<file path="config.mk">
export PLATFORM = sky130hd
export DESIGN_NAME = dispctl_regs
export DESIGN_NICKNAME = d
export VERILOG_FILES = /design/src/rtl/dispctl_regs.sv
export SDC_FILE = /design/constraint.sdc
export NUM_CORES = 1
export LEC_CHECK = 0
export ABC_AREA = 0
export BUFFER_PORTS_ARGS = -buffer_cell sky130_fd_sc_hd__buf_2
export CORE_MARGIN = 2
export CORE_UTILIZATION = 42
export CTS_BUF_LIST = sky130_fd_sc_hd__clkbuf_16
export CTS_CLUSTER_DIAMETER = 50
export DETAILED_ROUTE_END_ITERATION = 7
export GPL_ROUTABILITY_DRIVEN = 1
export PLACE_DENSITY = 0.72
export SLEW_MARGIN = 20
export SYNTH_ARGS = -nofsm -noshare
export SYNTH_HDL_FRONTEND = slang
export SYNTH_SLANG_ARGS = --single-unit
</file>
<file path="constraint.sdc">
create_clock -name clk -period 3.8 [get_ports clk]
set_input_delay 0.19 -clock clk [delete_from_list [all_inputs] [get_ports clk]]
set_output_delay 0.19 -clock clk [all_outputs]
set_load 0.02 [all_outputs]
</file>
<file path="src/rtl/dispctl_regs.sv">
module dispctl_regs #(
  parameter int          ADDR_W   = 10,
  parameter int          FB_BYTES = 16 * 1024 * 1024,
  parameter logic [15:0] ID_VALUE = 16'hB0C5,
  parameter logic [31:0] KEY_BE   = 32'hBEBEBEBE,
  parameter logic [31:0] KEY_LE   = 32'h1E1E1E1E
) (
  input  logic              clk,
  input  logic              rst_n,
  input  logic [ADDR_W-1:0] addr,
  input  logic              wr,
  input  logic [31:0]       wdata,
  input  logic              rd,
  output logic [31:0]       rdata,
  output logic [15:0]       mode_enable,
  output logic [15:0]       mode_bpp,
  output logic [15:0]       mode_xres,
  output logic [15:0]       mode_yres,
  output logic [15:0]       mode_vwidth,
  output logic [15:0]       mode_xoff,
  output logic [15:0]       mode_yoff,
  output logic              fb_big_endian
);
  localparam int IDX_W     = ADDR_W - 2;
  localparam int OFF_W     = ADDR_W - 1;
  localparam int IDX_ID    = 0;
  localparam int IDX_FIRST = 1;
  localparam int IDX_LAST  = 7;
  localparam int IDX_MEM   = 8;
  localparam int NREG      = 9;
  localparam int EXT_BYTES = 8;
  localparam int OFF_SIZE  = 0;
  localparam int OFF_BO    = 4;
  localparam logic [15:0] MEM_UNITS = 16'(FB_BYTES / 65536);

  logic             ext_sel;
  logic [IDX_W-1:0] idx;
  logic [OFF_W-1:0] off;
  logic [15:0]      mreg [IDX_FIRST:IDX_LAST];
  logic             be_q;
  logic [31:0]      rmux;

  assign ext_sel = addr[ADDR_W-1];
  assign idx     = addr[ADDR_W-2:1];
  assign off     = addr[OFF_W-1:0];

  always_ff @(posedge clk) begin
    if (!rst_n) begin
      for (int i = IDX_FIRST; i <= IDX_LAST; i++) mreg[i] <= '0;
    end else if (wr && !ext_sel) begin
      for (int i = IDX_FIRST; i <= IDX_LAST; i++)
        if (int'(idx) == i) mreg[i] <= wdata[15:0];
    end
  end

  always_ff @(posedge clk) begin
    if (!rst_n) be_q <= 1'b0;
    else if (wr && ext_sel && int'(off) == OFF_BO) begin
      if (wdata == KEY_BE)      be_q <= 1'b1;
      else if (wdata == KEY_LE) be_q <= 1'b0;
    end
  end

  always_comb begin
    rmux = '0;
    if (ext_sel) begin
      if (int'(off) == OFF_SIZE)    rmux = 32'(EXT_BYTES);
      else if (int'(off) == OFF_BO) rmux = be_q ? KEY_BE : KEY_LE;
    end else begin
      if (int'(idx) == IDX_ID)       rmux = {16'h0, ID_VALUE};
      else if (int'(idx) == IDX_MEM) rmux = {16'h0, MEM_UNITS};
      else if (int'(idx) >= NREG)    rmux = 32'h0000_FFFF;
      else begin
        for (int i = IDX_FIRST; i <= IDX_LAST; i++)
          if (int'(idx) == i) rmux = {16'h0, mreg[i]};
      end
    end
  end

  always_ff @(posedge clk) begin
    if (!rst_n)  rdata <= '0;
    else if (rd) rdata <= rmux;
  end

  assign mode_enable   = mreg[1];
  assign mode_bpp      = mreg[2];
  assign mode_xres     = mreg[3];
  assign mode_yres     = mreg[4];
  assign mode_vwidth   = mreg[5];
  assign mode_xoff     = mreg[6];
  assign mode_yoff     = mreg[7];
  assign fb_big_endian = be_q;
endmodule

</file>
==> results.ini <==
[placed_design]
hpwl_um = 15900
port_buffers = 186
placed_area_um2 = 7510
dp_slack_ps = 982
gp_congestion = 0.955

[critical_path]
critPathSlowestCell = nor2_1
r2r_end = rdata[7]
required_ps = 4090
max_stage_delay_ps = 720
crit_path_end_kind = flop
crit_chain = buf_2 > buf_4 > nand2_1 > or3_1 > nor2_1 > and2_1
reg2regPathDepth = 4
reg2reg_slack_ps = 2090
crit_arrival_ps = 2700
criticalPathCategory = input port to flop
start_kind = input port
r2r-start = fb_big_endian
crit_path_max_fanout = 30

[route]
routed_via_density = 5.77
avgRoutedWirePerCell_um = 23.7
drtIter0Drc = 463
drt-total-wl_um = 21800
drcViolationCount = 0
postRouteAntennaNets = 0
vias = 5317
first_pass_iters = 5

[timing]
setup_ws_ps = 1380
fmax_mhz = 414
setup_tns_ps = 0
rsz0062_at_grt = false
min_period_ps = 2420
fin_skew_ps = 6.34
maxSlewHeadroom_pct = 39.2
worst_pin_slew_ps = 909
slew_violations = 0
finalHoldViolations = 0
setup_viol = 0
period_share_pct = 63.6

[yosys]
synth_top_area_cell = edfxtp_1
ys_types = 64
ys_seq_elements = 131
syn_area_per_cell_um2 = 11.9
syn-instance-count = 544
synthArstFlopShare_pct = 0
seq_area_frac_synth_pct = 57.8
synthesis.area_um2 = 6470
synthTopCellsByArea = edfxtp_1 52%, and2_1 11%, dfxtp_1 5.9%, mux2_2 2.3%, mux4_2 1.7%
synth-edff-count = 112
ys_warn_count = 0
yosysTopAreaCellShare_pct = 51.9
synthFlopType = edfxtp_1

[worst_hold_path]
hold_end = fb_big_endian
worstHoldStart = wdata[24]
hold_class = input port to flop
hold-path-cell-count = 4

[global_routing]
gr-usage-all-layers_pct = 26.7
grt_pass1_vias = 5097
grt-ovfl-total = 0
grt_pass1_wl_um = 31600
grt_max_degree = 38
antenna_found_initial = 0

[die]
die_area_um2 = 16400
fp.coreArea_um2 = 15100
io_pins = 191
rows = 45
fp.dieH_um = 128
chipWidth_um = 128
initial_core_util_pct = 42.8

[layout]
final_common_cell = buf_2
diodes = 0
drive_above_1_share_pct = 36.0
layout.nets = 766
final_cell_mix = 186 x buf_2, 113 x and2_1, 112 x edfxtp_1
finish.instance_area_um2 = 8100
fill_cells = 1319
area_growth_pct = 25.1

[power_and_ir_drop]
p_total_mw = 3.78
cellPowerDensity_nw_per_um2 = 467
peakVddDrop_mv = 0.311
p_leak_nw = 3.26

[clock_network]
cts_tree = built
cts.sinks = 131
cts_made_buffers = 17
ctsHoldBuffers = 0
clock_latency_ps = 430
cts-resized-gates = 0
post_cts_buffers = 0
htreeDepth = 4
cts_root_buf = clkbuf_16
clock_path_buffers = 2
clkSlewWorstSetupHoldPaths_ps = 60

[outcome]
outcome = complete, no violations

[flow_run]
cap_violations = 0

==> state kept, by name (all words and copies together) (netlist names) <==
signal and flops:
mreg 112, fb_big_endian 1, rdata 18
==> where the power goes <==
part,switching (mW),internal [mW],leakage [nW]
registers,0.0563,1.63,1.22
logic,0.305,0.139,1.75
clock network,0.625,1.02,0.290
==> synthesized netlist by cell type (5+ instances only) <==
master	count
a211oi_1	6
a21oi_1	16
a221oi_1	8
and2_1	113
buf_1	5
buf_4	14
buf_6	5
clkbuf_1	19
dfxtp_1	19
edfxtp_1	112
inv_1	6
mux2_2	13
mux2i_1	9
mux4_2	5
nand2_1	26
nand2b_1	6
nand3_1	9
nor2_1	28
nor3_1	18
nor4_1	7
o21ai_0	21
==> worst max path at each step <==
stage	start	endpoint	slack, ps	cells after the start
final	addr[1]	mreg[0][113]	1380	6
after CTS	addr[1]	mreg[0][113]	1430	6
after global routing	addr[1]	mreg[0][113]	1240	6
after global placement	addr[1]	mreg[0][114]	1080	6
after floorplan	addr[5]	mreg[0][64]	520	5
after detailed placement	addr[1]	mreg[0][124]	980	6
==> routing by layer <==
metal	wire length (µm)	vias up	global-route usage [%]
met3	1730	37	5.68
met1	9230	2627	36.5
met5	0	-	0
li1	-	2352	-
met4	611	0	10.5
met2	10200	301	41.8
==> critical path, delay by kind of cell <==
kind                   cells  cell delay, ps
AND/OR/NAND/NOR            4            1660
buffers and inverters      2             840
==> area by class of cell <==
| type | count | area, µm² | area share [%] |
|---|---|---|---|
| multi-input combinational | 363 | 2460 | 30.4 |
| tap | 188 | 235 | 2.90 |
| clock inverter | 15 | 165 | 2.04 |
| inverter | 6 | 22.5 | 0.278 |
| clock buffer | 17 | 425 | 5.25 |
| timing repair buffer | 201 | 1040 | 12.9 |
| sequential | 131 | 3740 | 46.2 |
==> metrics by stage <==
| stage | std cells | hold WS, ps | utilization (%) |
|---|---|---|---|
| 4_1_cts | 921 | 139 | 53.5 |
| 2_1_floorplan | 547 | 331 | - |
| 3_5_place_dp | 889 | 483 | 49.6 |
| 6_report | 921 | 156 | 53.5 |
| 5_1_grt | 921 | 161 | 53.5 |
| 3_3_place_gp | 889 | 481 | 49.6 |
==> cells by family (layout without fill, tap and decap cells) <==
family                 count (synthesis)  count (layout)  share of synthesized area [%]
flip-flops                           131             131                           57.8
buffers and inverters                 53             239                           4.54
other                                  1               4                         0.0579
AND/OR/NAND/NOR                      237             237                           21.9
AO/OA/AOI/OAI                         95              95                           10.3
multiplexers                          27              27                           5.39
Power figures use the tool's default switching activity.
